[config.mk]
export PLATFORM = sky130hd
export DESIGN_NAME = snoop_wb_coh
export DESIGN_NICKNAME = d
export VERILOG_FILES = /design/src/rtl/coh_pkg.sv /design/src/rtl/coh_array.sv /design/src/rtl/coh_snoop.sv /design/src/rtl/coh_req_fsm.sv /design/src/rtl/snoop_wb_coh.sv
export SDC_FILE = /design/constraint.sdc
export NUM_CORES = 1
export LEC_CHECK = 0
export BUFFER_PORTS_ARGS = -buffer_cell sky130_fd_sc_hd__buf_2
export CAP_MARGIN = 20
export CORE_MARGIN = 3
export CORE_UTILIZATION = 60
export DETAILED_ROUTE_END_ITERATION = 10
export GPL_ROUTABILITY_DRIVEN = 0
export MAX_ROUTING_LAYER = met4
export PLACE_DENSITY = 0.82
export REMOVE_ABC_BUFFERS = 1
export SLEW_MARGIN = 10
export SYNTH_ARGS = -nofsm -noshare
export SYNTH_HDL_FRONTEND = slang
export SYNTH_SLANG_ARGS = --single-unit
[constraint.sdc]
create_clock -name clk -period 3.6 [get_ports clk]
set_clock_uncertainty 0.2 [all_clocks]
set_input_delay 0.18 -clock clk [delete_from_list [all_inputs] [get_ports clk]]
set_output_delay 0.18 -clock clk [all_outputs]
set_load 0.02 [all_outputs]
[src/rtl/coh_pkg.sv]
package coh_pkg;
    typedef enum logic [1:0] {
        LN_INV = 2'd0,
        LN_SHR = 2'd1,
        LN_EXC = 2'd2
    } line_st_t;

    typedef enum logic [1:0] {
        BC_NONE   = 2'd0,
        BC_RDMISS = 2'd1,
        BC_WRMISS = 2'd2,
        BC_WBACK  = 2'd3
    } bus_cmd_t;
endpackage

[src/rtl/coh_array.sv]
module coh_array
    import coh_pkg::*;
#(
    parameter int INDEX_W = 3,
    parameter int TAG_W   = 5,
    parameter int DATA_W  = 16
) (
    input  logic               clk,
    input  logic               rst_n,
    input  logic [INDEX_W-1:0] ra_idx,
    output line_st_t           ra_st,
    output logic [TAG_W-1:0]   ra_tag,
    output logic [DATA_W-1:0]  ra_data,
    input  logic [INDEX_W-1:0] rb_idx,
    output line_st_t           rb_st,
    output logic [TAG_W-1:0]   rb_tag,
    output logic [DATA_W-1:0]  rb_data,
    input  logic               lw_en,
    input  logic [INDEX_W-1:0] lw_idx,
    input  line_st_t           lw_st,
    input  logic [TAG_W-1:0]   lw_tag,
    input  logic [DATA_W-1:0]  lw_data,
    input  logic               sw_en,
    input  logic [INDEX_W-1:0] sw_idx,
    input  line_st_t           sw_st
);
    localparam int LINES = 1 << INDEX_W;

    typedef struct packed {
        line_st_t              st;
        logic [TAG_W-1:0]      tag;
        logic [DATA_W-1:0]     data;
    } line_t;

    line_t lines_w [LINES];

    for (genvar g = 0; g < LINES; g++) begin : g_line
        line_t q;
        always_ff @(posedge clk or negedge rst_n) begin
            if (!rst_n) begin
                q <= '{st: LN_INV, tag: '0, data: '0};
            end else begin
                if (lw_en && lw_idx == INDEX_W'(g))
                    q <= '{st: lw_st, tag: lw_tag, data: lw_data};
                // snoop update is applied last and therefore wins
                if (sw_en && sw_idx == INDEX_W'(g))
                    q.st <= sw_st;
            end
        end
        assign lines_w[g] = q;
    end

    assign ra_st   = lines_w[ra_idx].st;
    assign ra_tag  = lines_w[ra_idx].tag;
    assign ra_data = lines_w[ra_idx].data;
    assign rb_st   = lines_w[rb_idx].st;
    assign rb_tag  = lines_w[rb_idx].tag;
    assign rb_data = lines_w[rb_idx].data;
endmodule

[src/rtl/coh_snoop.sv]
module coh_snoop
    import coh_pkg::*;
#(
    parameter int TAG_W  = 5,
    parameter int DATA_W = 16
) (
    input  logic              clk,
    input  logic              rst_n,
    input  logic              snp_valid,
    input  logic [1:0]        snp_cmd,
    input  logic [TAG_W-1:0]  snp_tag,
    input  line_st_t          ln_st,
    input  logic [TAG_W-1:0]  ln_tag,
    input  logic [DATA_W-1:0] ln_data,
    output logic              sw_en,
    output line_st_t          sw_st,
    output logic              snp_abort,
    output logic [DATA_W-1:0] snp_data
);
    logic ln_hit;
    logic supply;

    assign ln_hit = (ln_st != LN_INV) && (ln_tag == snp_tag);

    always_comb begin
        sw_en  = 1'b0;
        sw_st  = ln_st;
        supply = 1'b0;
        if (snp_valid && ln_hit) begin
            unique case (snp_cmd)
                2'(BC_RDMISS): begin
                    if (ln_st == LN_EXC) begin
                        sw_en  = 1'b1;
                        sw_st  = LN_SHR;
                        supply = 1'b1;
                    end
                end
                2'(BC_WRMISS): begin
                    sw_en  = 1'b1;
                    sw_st  = LN_INV;
                    supply = (ln_st == LN_EXC);
                end
                default: ;
            endcase
        end
    end

    always_ff @(posedge clk or negedge rst_n) begin
        if (!rst_n) begin
            snp_abort <= 1'b0;
            snp_data  <= '0;
        end else begin
            snp_abort <= supply;
            snp_data  <= supply ? ln_data : '0;
        end
    end


    rd_owner_supplies_chk: assert property (@(posedge clk) disable iff (!rst_n)
        (snp_valid && snp_cmd == 2'(BC_RDMISS) && ln_hit && ln_st == LN_EXC) |=> snp_abort);


    abort_needs_snoop_chk: assert property (@(posedge clk) disable iff (!rst_n)
        snp_abort |-> $past(snp_valid) && $past(snp_cmd) != 2'(BC_WBACK));
endmodule

[src/rtl/coh_req_fsm.sv]
module coh_req_fsm
    import coh_pkg::*;
#(
    parameter int ADDR_W  = 8,
    parameter int INDEX_W = 3,
    parameter int DATA_W  = 16,
    localparam int TAG_W  = ADDR_W - INDEX_W
) (
    input  logic               clk,
    input  logic               rst_n,
    input  logic               cpu_req,
    input  logic               cpu_we,
    input  logic [ADDR_W-1:0]  cpu_addr,
    input  logic [DATA_W-1:0]  cpu_wdata,
    output logic [DATA_W-1:0]  cpu_rdata,
    output logic               cpu_stall,
    input  line_st_t           ln_st,
    input  logic [TAG_W-1:0]   ln_tag,
    input  logic [DATA_W-1:0]  ln_data,
    input  logic               snp_valid,
    output logic               bus_req,
    input  logic               bus_gnt,
    output logic [1:0]         bus_cmd,
    output logic [ADDR_W-1:0]  bus_addr,
    output logic [DATA_W-1:0]  bus_wdata,
    input  logic               bus_rvalid,
    input  logic [DATA_W-1:0]  bus_rdata,
    output logic               lw_en,
    output line_st_t           lw_st,
    output logic [TAG_W-1:0]   lw_tag,
    output logic [DATA_W-1:0]  lw_data
);
    typedef enum logic [1:0] {S_IDLE, S_ARB, S_RESP} fsm_t;

    fsm_t state, state_nx;
    logic [TAG_W-1:0]   req_tag;
    logic [INDEX_W-1:0] req_idx;
    logic tag_eq, hit_now, victim_dirty, grant_ok;

    assign req_tag      = cpu_addr[ADDR_W-1:INDEX_W];
    assign req_idx      = cpu_addr[INDEX_W-1:0];
    assign tag_eq       = (ln_st != LN_INV) && (ln_tag == req_tag);
    assign hit_now      = tag_eq && (!cpu_we || ln_st == LN_EXC);
    assign victim_dirty = (ln_st == LN_EXC) && (ln_tag != req_tag);
    assign grant_ok     = bus_gnt && !snp_valid;

    always_ff @(posedge clk or negedge rst_n) begin
        if (!rst_n) state <= S_IDLE;
        else        state <= state_nx;
    end

    always_comb begin
        state_nx = state;
        unique case (state)
            S_IDLE: if (cpu_req && !snp_valid && !hit_now) state_nx = S_ARB;
            S_ARB:  if (grant_ok && !victim_dirty)         state_nx = S_RESP;
            S_RESP: if (bus_rvalid)                        state_nx = S_IDLE;
            default: state_nx = S_IDLE;
        endcase
    end

    always_comb begin
        cpu_stall = 1'b0;
        cpu_rdata = ln_data;
        bus_req   = 1'b0;
        bus_cmd   = 2'(BC_NONE);
        bus_addr  = '0;
        bus_wdata = '0;
        lw_en     = 1'b0;
        lw_st     = ln_st;
        lw_tag    = ln_tag;
        lw_data   = ln_data;
        unique case (state)
            S_IDLE: begin
                cpu_stall = cpu_req && (snp_valid || !hit_now);
                if (cpu_req && !snp_valid && hit_now && cpu_we) begin
                    lw_en   = 1'b1;
                    lw_st   = LN_EXC;
                    lw_data = cpu_wdata;
                end
            end
            S_ARB: begin
                cpu_stall = 1'b1;
                bus_req   = 1'b1;
                if (grant_ok) begin
                    if (victim_dirty) begin
                        bus_cmd   = 2'(BC_WBACK);
                        bus_addr  = {ln_tag, req_idx};
                        bus_wdata = ln_data;
                        lw_en     = 1'b1;
                        lw_st     = LN_INV;
                    end else begin
                        bus_cmd   = cpu_we ? 2'(BC_WRMISS) : 2'(BC_RDMISS);
                        bus_addr  = cpu_addr;
                        bus_wdata = cpu_wdata;
                    end
                end
            end
            S_RESP: begin
                cpu_stall = !bus_rvalid;
                cpu_rdata = bus_rdata;
                if (bus_rvalid) begin
                    lw_en   = 1'b1;
                    lw_st   = cpu_we ? LN_EXC : LN_SHR;
                    lw_tag  = req_tag;
                    lw_data = cpu_we ? cpu_wdata : bus_rdata;
                end
            end
            default: ;
        endcase
    end


    snoop_first_chk: assert property (@(posedge clk) disable iff (!rst_n)
        snp_valid |-> bus_cmd == 2'(BC_NONE));


    cmd_granted_chk: assert property (@(posedge clk) disable iff (!rst_n)
        bus_cmd != 2'(BC_NONE) |-> bus_gnt && cpu_stall);


    wb_then_miss_chk: assert property (@(posedge clk) disable iff (!rst_n)
        bus_cmd == 2'(BC_WBACK) |=> bus_req && cpu_stall);


    resp_wait_chk: assert property (@(posedge clk) disable iff (!rst_n)
        (bus_cmd == 2'(BC_RDMISS) || bus_cmd == 2'(BC_WRMISS)) |=> !bus_req);
endmodule

[src/rtl/snoop_wb_coh.sv]
module snoop_wb_coh
    import coh_pkg::*;
#(
    parameter int ADDR_W  = 8,
    parameter int INDEX_W = 3,
    parameter int DATA_W  = 16
) (
    input  logic              clk,
    input  logic              rst_n,
    input  logic              cpu_req,
    input  logic              cpu_we,
    input  logic [ADDR_W-1:0] cpu_addr,
    input  logic [DATA_W-1:0] cpu_wdata,
    output logic [DATA_W-1:0] cpu_rdata,
    output logic              cpu_stall,
    output logic              bus_req,
    input  logic              bus_gnt,
    output logic [1:0]        bus_cmd,
    output logic [ADDR_W-1:0] bus_addr,
    output logic [DATA_W-1:0] bus_wdata,
    input  logic              bus_rvalid,
    input  logic [DATA_W-1:0] bus_rdata,
    input  logic              snp_valid,
    input  logic [1:0]        snp_cmd,
    input  logic [ADDR_W-1:0] snp_addr,
    output logic              snp_abort,
    output logic [DATA_W-1:0] snp_data
);
    localparam int TAG_W = ADDR_W - INDEX_W;

    line_st_t           ca_st, sn_st, lw_st, sw_st;
    logic [TAG_W-1:0]   ca_tag, sn_tag, lw_tag;
    logic [DATA_W-1:0]  ca_data, sn_data, lw_data;
    logic               lw_en, sw_en;

    coh_array #(.INDEX_W(INDEX_W), .TAG_W(TAG_W), .DATA_W(DATA_W)) u_array (
        .clk, .rst_n,
        .ra_idx(cpu_addr[INDEX_W-1:0]), .ra_st(ca_st), .ra_tag(ca_tag), .ra_data(ca_data),
        .rb_idx(snp_addr[INDEX_W-1:0]), .rb_st(sn_st), .rb_tag(sn_tag), .rb_data(sn_data),
        .lw_en, .lw_idx(cpu_addr[INDEX_W-1:0]), .lw_st, .lw_tag, .lw_data,
        .sw_en, .sw_idx(snp_addr[INDEX_W-1:0]), .sw_st
    );

    coh_snoop #(.TAG_W(TAG_W), .DATA_W(DATA_W)) u_snoop (
        .clk, .rst_n, .snp_valid, .snp_cmd,
        .snp_tag(snp_addr[ADDR_W-1:INDEX_W]),
        .ln_st(sn_st), .ln_tag(sn_tag), .ln_data(sn_data),
        .sw_en, .sw_st, .snp_abort, .snp_data
    );

    coh_req_fsm #(.ADDR_W(ADDR_W), .INDEX_W(INDEX_W), .DATA_W(DATA_W)) u_fsm (
        .clk, .rst_n, .cpu_req, .cpu_we, .cpu_addr, .cpu_wdata, .cpu_rdata, .cpu_stall,
        .ln_st(ca_st), .ln_tag(ca_tag), .ln_data(ca_data), .snp_valid,
        .bus_req, .bus_gnt, .bus_cmd, .bus_addr, .bus_wdata, .bus_rvalid, .bus_rdata,
        .lw_en, .lw_st, .lw_tag, .lw_data
    );
endmodule

==> results of run 1 <==
## cells by family after synthesis
| logic type | count (synthesis) |
|---|---|
| fa+ha+maj | 2 |
| buf+inv | 102 |
| compound gates | 147 |
| flops | 203 |
| simple gates | 218 |
| mux | 296 |
| xor+xnor | 11 |
## area by class of cell
type                            count  share of cell area
Clock inverter                      7             0.00479
Sequential cell                   203               0.360
Timing Repair Buffer              178              0.0870
Inverter                           31             0.00825
Multi-Input combinational cell    674               0.470
Clock buffer                       34              0.0466
Tap cell                          265              0.0235
## metal layers
layer / vias up / track usage / wire, um
met3: 101 / 0.0492 / 2850
met1: 4675 / 0.418 / 13000
met5: - / - / 0
met4: 0 / 0.123 / 1330
li1: 3961 / - / -
met2: 503 / 0.498 / 16100
## sequential cells by signal (all words and copies together) (netlist names)
register,count
u_array.g_line.q,184
u_snoop.snp_data,16
u_fsm.state,2
u_snoop.snp_abort,1
## synth_stat cells (all sizes together), types with 8 or more instances
cell type	count
nand2	95
inv	31
a211oi	20
nand3	8
mux2i	40
a21oi	50
nor2	68
buf	45
a31oi	10
mux2	174
o221ai	16
dfrtp	203
mux4	82
o31ai	8
clkbuf	26
## repair_timing
action / in CTS / in global routing
setup endpoints to repair: 0 / 79
hold buffers: 15 / 0
endpoints found under the hold margin: 175 / 0
setup buffers: 0 / 2
gates resized for setup: 0 / 2
## final timing paths
kind,endpoint,depth (start not counted)
worst max-delay path,bus_wdata[5],10
worst min-delay path,u_array.g_line[4].q[15],4
worst max register to register,u_array.g_line[2].q[11],10
worst min register to register,u_array.g_line[7].q[8],1
max in group asynchronous,u_snoop.snp_abort,3
min in group asynchronous,u_array.g_line[6].q[2],2
## power breakdown
| part | leakage (nW) | internal (mW) | switching [mW] |
|---|---|---|---|
| registers | 2.79 | 2.61 | 0.288 |
| logic | 3.39 | 0.871 | 1.06 |
| clock network | 0.359 | 1.33 | 0.931 |
## worst max-delay path, cell delays in order (launching register included)
cell	delay (ns)
dfrtp_1	0.40
mux2_2	0.17
o22ai_1	0.07
a221oi_1	0.49
xnor2_1	0.15
and4_4	0.26
a21boi_4	0.23
buf_12	0.24
nor2_1	0.06
a211oi_1	0.26
buf_2	0.22
## per-stage QoR
stage / cell area [um^2] / util
finish: 14100 / 0.716
detailed placement: 13200 / 0.670
global route: 14100 / 0.716
global placement: 13200 / 0.670
floorplan: 11800 / -
CTS: 14100 / 0.714
==> flow_summary.yaml, run 1 <==
critical_path:
  worstPathRequired_ns: 3.22
  worst_ep_arrival_time_ns: 3.07
  crit_type: "register to output port"
  critPathLaunch: "u_array.g_line[5].q[20]"
  start_kind: "register"
  crit_fanout: 33
  worst_setup_path_end_kind: "output port"
  r2r-start: "u_array.g_line[5].q[20]"
  r2r_setup_slack_ns: 0.28
clock_network:
  cts_inserted_buffers: 23
  ctsRootBufferMaster: "clkbuf_16"
  cts_tree: "done"
  path_clk_slew_ns: 0.06
  cts_max_path_buffers: 3
  cts-htree-levels: 1
  clock_latency_ns: 0.51
  cts.sinks: 203
die:
  die_h_um: 149
  pin_count: 118
  initial_core_util: 0.620
  die_w_um: 149
  fp.coreArea_um2: 19700
  die_area_um2: 22100
  core.rowCount: 51
timing:
  hold_viol_final: 8
  relSlewSlack: 0.457
  setup_viol: 0
  fin_ws_ns: 0.147
  rsz0062_at_grt: "false"
  finalMaxSlewViolations: 0
  min_period_over_period: 0.959
  hold_ws_ns: -0.0300
  clock.fmax_ghz: 0.290
  min_period_ns: 3.45
  worst_pin_slew_ns: 0.806
  tns_ns: 0
global_route:
  grt_pass1_vias: 9474
  track_usage: 0.315
  grt_antenna_before_repair: 0
  grt_max_degree: 97
  grt_pass1_wl_um: 52900
  overflow: 0
power_and_ir_drop:
  ir_drop_mv: 0.403
  power_mw: 7.09
  powerDensity_nw_per_um2: 502
  power_leakage_nw: 6.54
synthesis:
  seq_area_frac_synth: 0.415
  yosys.area.top_type: "dfrtp_1"
  synth.area.mux_share: 0.346
  synthesis.instances: 979
  syn_area_um2: 12200
  synth-seq-cells: 203
  synth_compound_area_frac: 0.103
  syn_area_per_cell_um2: 12.5
  synth_top_family_by_area: "multiplexers"
  synthSimpleGateAreaFrac: 0.0815
  ys.flop_type: "dfrtp_1"
  async_flop_share: 1.00
  synthAdderAreaFrac: 0.00205
  synth_warnings: 0
  synth_xor_area_frac: 0.00788
  synth_area_leaders: "dfrtp_1 (42%), mux2_2 (16%), mux4_2 (14%), mux2i_1 (3.3%), nand2_1 (2.9%)"
  synth_top_area_share: 0.415
  synth_cell_type_count: 68
  synth_edf_count: 0
layout:
  mostFrequentLayoutCells: "dfrtp_1 (203), mux2_2 (171), buf_2 (116)"
  nets: 1170
  drive_above_1_share: 0.431
  regArea_um2: 5080
  instances_no_fill: 1392
  multi_input_area_um2: 6630
  final_common_cell: "dfrtp_1"
  syn_to_final_growth_pct: 15.3
  fill_cells: 1278
  diodes: 0
hold_path:
  min-delay-start: "bus_rdata[15]"
  hold_path.class: "input port to register"
drt:
  drcViolationCount: 0
  dr.pass1.iters: 5
  via_per_inst: 6.64
  totalWireLength_um: 33300
  dr.first_iter.drc_count: 807
  wl_per_cell_um: 23.9
  ant_nets: 0
  vias: 9240
run_status:
  status: "complete, but fails checks"
  failed_checks: "hold timing"
job:
  max_cap_viol_count: 0
placed_design:
  dpl.cell_count: 1334
  hpwl_um: 21400
  preCtsSetupSlack_ns: -0.130
  io_buffers: 117
Note: power is estimated with default switching activity, not from simulation.
==> run 2: changes to the inputs <==
--- a/config.mk
+++ b/config.mk
@@ -17,4 +17,6 @@
 export SLEW_MARGIN = 10
 export SYNTH_ARGS = -nofsm -noshare
 export SYNTH_HDL_FRONTEND = slang
+export SYNTH_HIERARCHICAL = 1
 export SYNTH_SLANG_ARGS = --single-unit
+export TNS_END_PERCENT = 30
==> flow_summary.yaml, run 2 <==
synthesis:
  async_flop_share: 1.00
  synthTopCellsByCount: "mux2_2 (228), dfrtp_1 (203), mux4_1 (73)"
  synth_cell_type_count: 55
  yosysMostFrequentCell: "mux2_2"
  syn_area_um2: 12200
  synth_top_area_share: 0.415
  synth_area_leaders: "dfrtp_1 (41%), mux2_2 (21%), mux4_1 (16%), mux4_2 (3.5%), mux2i_1 (3.0%)"
  seq_area_frac_synth: 0.415
  synth_warnings: 6
  syn_area_per_cell_um2: 14.3
  ys.flop_type: "dfrtp_1"
  synthesis.instances: 856
  synth_edf_count: 0
  synth-seq-cells: 203
  yosys.area.top_type: "dfrtp_1"
drt:
  drcViolationCount: 0
  dr.first_iter.drc_count: 589
  ant_nets: 0
  totalWireLength_um: 32500
  wl_per_cell_um: 25.7
  dr.pass1.iters: 5
  via_per_inst: 6.66
  vias: 8425
placed_design:
  dpl.cell_count: 1221
  preCtsSetupSlack_ns: -0.0644
  io_buffers: 117
  hpwl_um: 20800
power_and_ir_drop:
  seq_power_share: 0.433
  power.switching_mw: 1.52
  power_frac_comb: 0.154
  power_frac_clock: 0.413
  power_mw: 5.58
  powerDensity_nw_per_um2: 397
  swShare: 0.273
  internal_power_mw: 4.06
  power_leakage_nw: 7.15
  ir_drop_mv: 0.310
layout:
  mostFrequentLayoutCells: "mux2_2 (228), dfrtp_1 (203), buf_2 (116)"
  syn_to_final_growth_pct: 14.7
  regArea_um2: 5080
  nets: 1044
  reg_top3: "u_array/g_line.q x184, u_snoop/snp_data x16, u_fsm/state x2"
  fill_cells: 1299
  largest_register: "u_array/g_line.q"
  instances_no_fill: 1265
  drive_above_1_share: 0.473
  finish.utilization: 0.710
  largest_reg_flops: 184
  multi_input_area_um2: 6730
  final_common_cell: "mux2_2"
die:
  die_area_um2: 22200
  die_w_um: 149
  initial_core_util: 0.619
  core.rowCount: 51
  pin_count: 118
  fp.coreArea_um2: 19800
  die_h_um: 149
timing:
  hold_viol_final: 0
  fin_ws_ns: 0.0549
  tns_ns: 0
  min_period_ns: 3.55
  min_period_over_period: 0.985
  setup_viol: 0
  worst_pin_slew_ns: 1.07
  clock.fmax_ghz: 0.282
  rsz0062_at_grt: "false"
  finalMaxSlewViolations: 0
  relSlewSlack: 0.278
job:
  max_cap_viol_count: 0
critical_path:
  crit_fanout: 12
  critical_path.cell_chain: "mux4_1 -> mux2_2 -> xnor2_1 -> nand3_2 -> o21a_1 -> buf_4 -> mux2i_2 -> buf_2"
  cp_slowest_stage_delay_ns: 0.50
  worst_setup_path_end_kind: "output port"
  worstPathRequired_ns: 3.22
  cp_slowest_cell: "mux4_1"
  worst_ep_arrival_time_ns: 3.17
  critical_path.top_delay_family: "multiplexers"
  start_kind: "register"
  crit_type: "register to output port"
  r2r_setup_slack_ns: 0.15
  cp.buffers_inverters: 2
clock_network:
  ctsRootBufferMaster: "clkbuf_16"
  cts.sinks: 203
  cts_tree: "done"
  cts_inserted_buffers: 22
  cts-htree-levels: 1
  clock_latency_ns: 0.53
  path_clk_slew_ns: 0.06
  cts_max_path_buffers: 3
  cts_setup_buffers: 0
global_route:
  overflow: 0
  grt_max_degree: 102
  track_usage: 0.304
  grt_pass1_vias: 8644
  grt_antenna_before_repair: 1
  grt_pass1_wl_um: 50000
hold_path:
  hold_path.class: "input port to register"
run_status:
  status: "finished clean"
run 2: cell types whose count changed after synthesis, sizes merged, moves of 10 or more:
cell	change
clkbuf	-10
o221ai	-15
mux4	+10
inv	-25
a31oi	-10
and2	+18
nor2	-54
a211oi	-19
and3	+16
a221o	+16
nand2	-32
a21oi	-33
mux2	+56
run 2: logic make-up (layout without fill, tap and decap cells):
logic type / Yosys count / after routing / share of synthesized area
XOR/XNOR: 9 / 9 / 0.00705
AO/OA/AOI/OAI: 58 / 58 / 0.0343
AND/OR/NAND/NOR: 151 / 151 / 0.0703
adder cells (fa/ha/maj): 2 / 2 / 0.00204
flip-flops: 203 / 203 / 0.415
multiplexers: 359 / 359 / 0.433
other: 0 / 1 / 0
buffers and inverters: 74 / 217 / 0.0383
run 2: metrics by stage:
| stage | hold slack (ns) | area, um^2 |
|---|---|---|
| finish | 0.0436 | 14000 |
| global route | 0.0638 | 14000 |
| global placement | 0.140 | 13200 |
| floorplan | -0.316 | 11800 |
| CTS | 0.0254 | 14000 |
| detailed placement | 0.139 | 13200 |
run 2: layout make-up:
| class | count | share of cell area |
|---|---|---|
| diodes | 1 | 0.000178 |
| multi-input cells | 579 | 0.479 |
| well taps | 265 | 0.0236 |
| flip-flops and latches | 203 | 0.362 |
| clock buffers | 31 | 0.0437 |
| repair buffers | 173 | 0.0812 |
| inverters | 6 | 0.00160 |
| clock inverters | 7 | 0.00891 |
run 2: power groups by stage:
stage	Sequential, mW	Combinational [mW]	Clock, mW
CTS	2.41	0.854	2.33
finish	2.41	0.860	2.30
detailed placement	2.45	0.835	0
global route	2.42	0.917	2.44
global placement	2.44	0.814	0
floorplan	2.43	0.469	0
run 2: path summary, 6_finish.rpt:
check                                        startpoint                 endpoint  cells past startpoint
worst min register to register  u_array/g_line[5].q[15]  u_array/g_line[5].q[15]                      1
max in group asynchronous                         rst_n   u_array/g_line[2].q[4]                      3
worst max-delay path            u_array/g_line[4].q[17]            bus_wdata[15]                      8
worst max register to register  u_array/g_line[4].q[17]  u_array/g_line[7].q[14]                     10
min in group asynchronous                         rst_n      u_snoop/snp_data[4]                      2
worst min-delay path                        cpu_addr[4]  u_array/g_line[3].q[17]                      4
run 2: repair_timing:
item,4_1_cts,5_1_grt
hold endpoints to repair,101,0
hold buffers,5,0
gates resized for setup,1,3
setup endpoints to repair,1,25
pin swaps,0,0
run 2: worst min-delay path, stage by stage:
cell     delay, ns
buf_2         0.12
nand2_1       0.05
nand2_1       0.19
mux2_2        0.19
run 2: per-layer routing:
metal / vias up / track usage / wire length, um
met3: 95 / 0.0492 / 2580
met5: - / - / 0
met2: 408 / 0.487 / 15800
met1: 4321 / 0.401 / 12900
met4: 0 / 0.109 / 1230
li1: 3601 / - / -
==> run 3: changes to the inputs <==
--- a/config.mk
+++ b/config.mk
@@ -13,7 +13,6 @@
 export GPL_ROUTABILITY_DRIVEN = 0
 export MAX_ROUTING_LAYER = met4
 export PLACE_DENSITY = 0.82
-export REMOVE_ABC_BUFFERS = 1
 export SLEW_MARGIN = 10
 export SYNTH_ARGS = -nofsm -noshare
 export SYNTH_HDL_FRONTEND = slang
==> flow_summary.yaml, run 3 (synthesized netlist as in run 2, its figures left out) <==
layout:
  diodes: 0
  nets: 1044
  reg_top3: "u_array/g_line.q x184, u_snoop/snp_data x16, u_fsm/state x2"
  design_area_um2: 14000
  largest_reg_flops: 184
  mostFrequentLayoutCells: "mux2_2 (228), dfrtp_1 (203), buf_2 (116)"
  finish.utilization: 0.710
  largest_register: "u_array/g_line.q"
  syn_to_final_growth_pct: 14.6
  final_common_cell: "mux2_2"
  drive_above_1_share: 0.478
critical_path:
  rr_worst_depth: 10
  critical_path.cell_chain: "mux4_1 -> mux2_2 -> xnor2_1 -> nand3_1 -> buf_4 -> o21a_4 -> buf_4 -> mux2i_1 -> buf_2"
  worst_ep_arrival_time_ns: 3.13
  worst_setup_path_end_kind: "output port"
  crit_fanout: 8
  reg2reg_to: "u_array/g_line[3].q[14]"
  start_kind: "register"
  worstPathRequired_ns: 3.22
  r2r_setup_slack_ns: 0.16
  crit_type: "register to output port"
  r2r-start: "u_array/g_line[5].q[17]"
  cp_slowest_cell: "mux4_1"
  cp_slowest_stage_delay_ns: 0.51
  cp_common_cell: "buf_4"
die:
  die_h_um: 149
  pin_count: 118
  die_w_um: 149
  die_area_um2: 22200
  core.rowCount: 51
  fp.coreArea_um2: 19800
  initial_core_util: 0.619
placed_design:
  place_area_um2: 13200
  hpwl_um: 20100
  preCtsSetupSlack_ns: -0.0603
  io_buffers: 117
global_route:
  grt_antenna_before_repair: 0
  grt_pass1_wl_um: 49200
  grt_max_degree: 105
  overflow: 0
  track_usage: 0.294
  grt_pass1_vias: 8675
clock_network:
  cts-htree-levels: 1
  cts_inserted_buffers: 23
  clock_latency_ns: 0.52
  cts.sinks: 203
  cts_setup_buffers: 0
  cts_max_path_buffers: 3
  cts_tree: "done"
  path_clk_slew_ns: 0.06
  ctsRootBufferMaster: "clkbuf_16"
power_and_ir_drop:
  powerDensity_nw_per_um2: 401
  power_mw: 5.64
  power_leakage_nw: 7.16
  ir_drop_mv: 0.301
hold_path:
  hold_path.class: "input port to register"
  min_path_cells: 4
  min-delay-start: "cpu_addr[4]"
  hold_end: "u_array/g_line[0].q[17]"
timing:
  relSlewSlack: 0.250
  tns_ns: 0
  rsz0062_at_grt: "false"
  fin_ws_ns: 0.0907
  hold_viol_final: 0
  worst_pin_slew_ns: 1.12
  setup_viol: 0
  min_period_ns: 3.51
  finalMaxSlewViolations: 0
  min_period_over_period: 0.975
  clock.fmax_ghz: 0.285
drt:
  ant_nets: 0
  drcViolationCount: 0
  dr.first_iter.drc_count: 709
  wl_per_cell_um: 25.1
  via_per_inst: 6.69
  totalWireLength_um: 31800
  vias: 8461
  dr.pass1.iters: 5
synthesis:
  syn_nets: 915
job:
  max_cap_viol_count: 0
run_status:
  status: "finished clean"
-- run 3: changes by cell type in the layout (fill, tap and decap cells not counted), sizes merged --
cell / change
clkbuf: -1
diode: -1
clkinv: +4
buf: -1
inv: -1
-- run 3: how the worst max path moves through the flow --
stage / slack, ns / depth (start not counted) / endpoint / start
3_3_place_gp: 0.04 / 10 / u_array/g_line[0].q[21] / snp_addr[0]
3_5_place_dp: -0.06 / 10 / u_array/g_line[2].q[14] / cpu_addr[0]
2_1_floorplan: 0.09 / 14 / u_array/g_line[2].q[11] / cpu_addr[0]
5_1_grt: 0.004 / 9 / bus_wdata[4] / u_array/g_line[1].q[17]
6_report: 0.09 / 9 / bus_wdata[11] / u_array/g_line[5].q[17]
4_1_cts: 0.02 / 9 / bus_wdata[3] / u_array/g_line[1].q[20]
-- run 3: layout make-up --
type,count,area (um^2)
inverters,6,22.5
clock buffers,30,652
fillers,1304,5750
multi-input cells,579,6740
flip-flops and latches,203,5080
well taps,265,332
repair buffers,172,1090
clock inverters,10,115
-- run 3: power breakdown --
part           leakage [nW]  internal, mW  switching (mW)
clock                 0.387          1.42           0.942
sequential             2.83          2.35          0.0652
combinational          3.94         0.355           0.504
total                  7.16          4.12            1.51
-- run 3: worst max-delay path, delay by kind of cell, from the launching register on --
kind / cells / cell delay, ns
mux: 3 / 0.99
flops: 1 / 0.39
buf+inv: 3 / 0.60
simple gates: 1 / 0.15
xor+xnor: 1 / 0.22
compound gates: 1 / 0.28
-- run 3: what timing repair did --
action / CTS / global route
resized for setup: 1 / 7
hold buffers: 5 / 0
endpoints found under the hold margin: 104 / 0
setup endpoints to repair: 15 / 65
pin swaps: 0 / 0
gates cloned: 0 / 0
-- run 3: through the flow --
stage / instances / hold slack (ns)
2_1_floorplan: 856 / -0.316
3_3_place_gp: 1220 / 0.149
3_5_place_dp: 1220 / 0.152
4_1_cts: 1265 / 0.0308
5_1_grt: 1265 / 0.0689
6_report: 1265 / 0.0554
-- run 3: layer usage --
layer  up-vias  GRT usage  share of wire
li1       3601          -              -
met1      4356      0.390           0.40
met2       432      0.471           0.49
met3        72     0.0559          0.088
met4         0     0.0888          0.029
met5         -          -              0
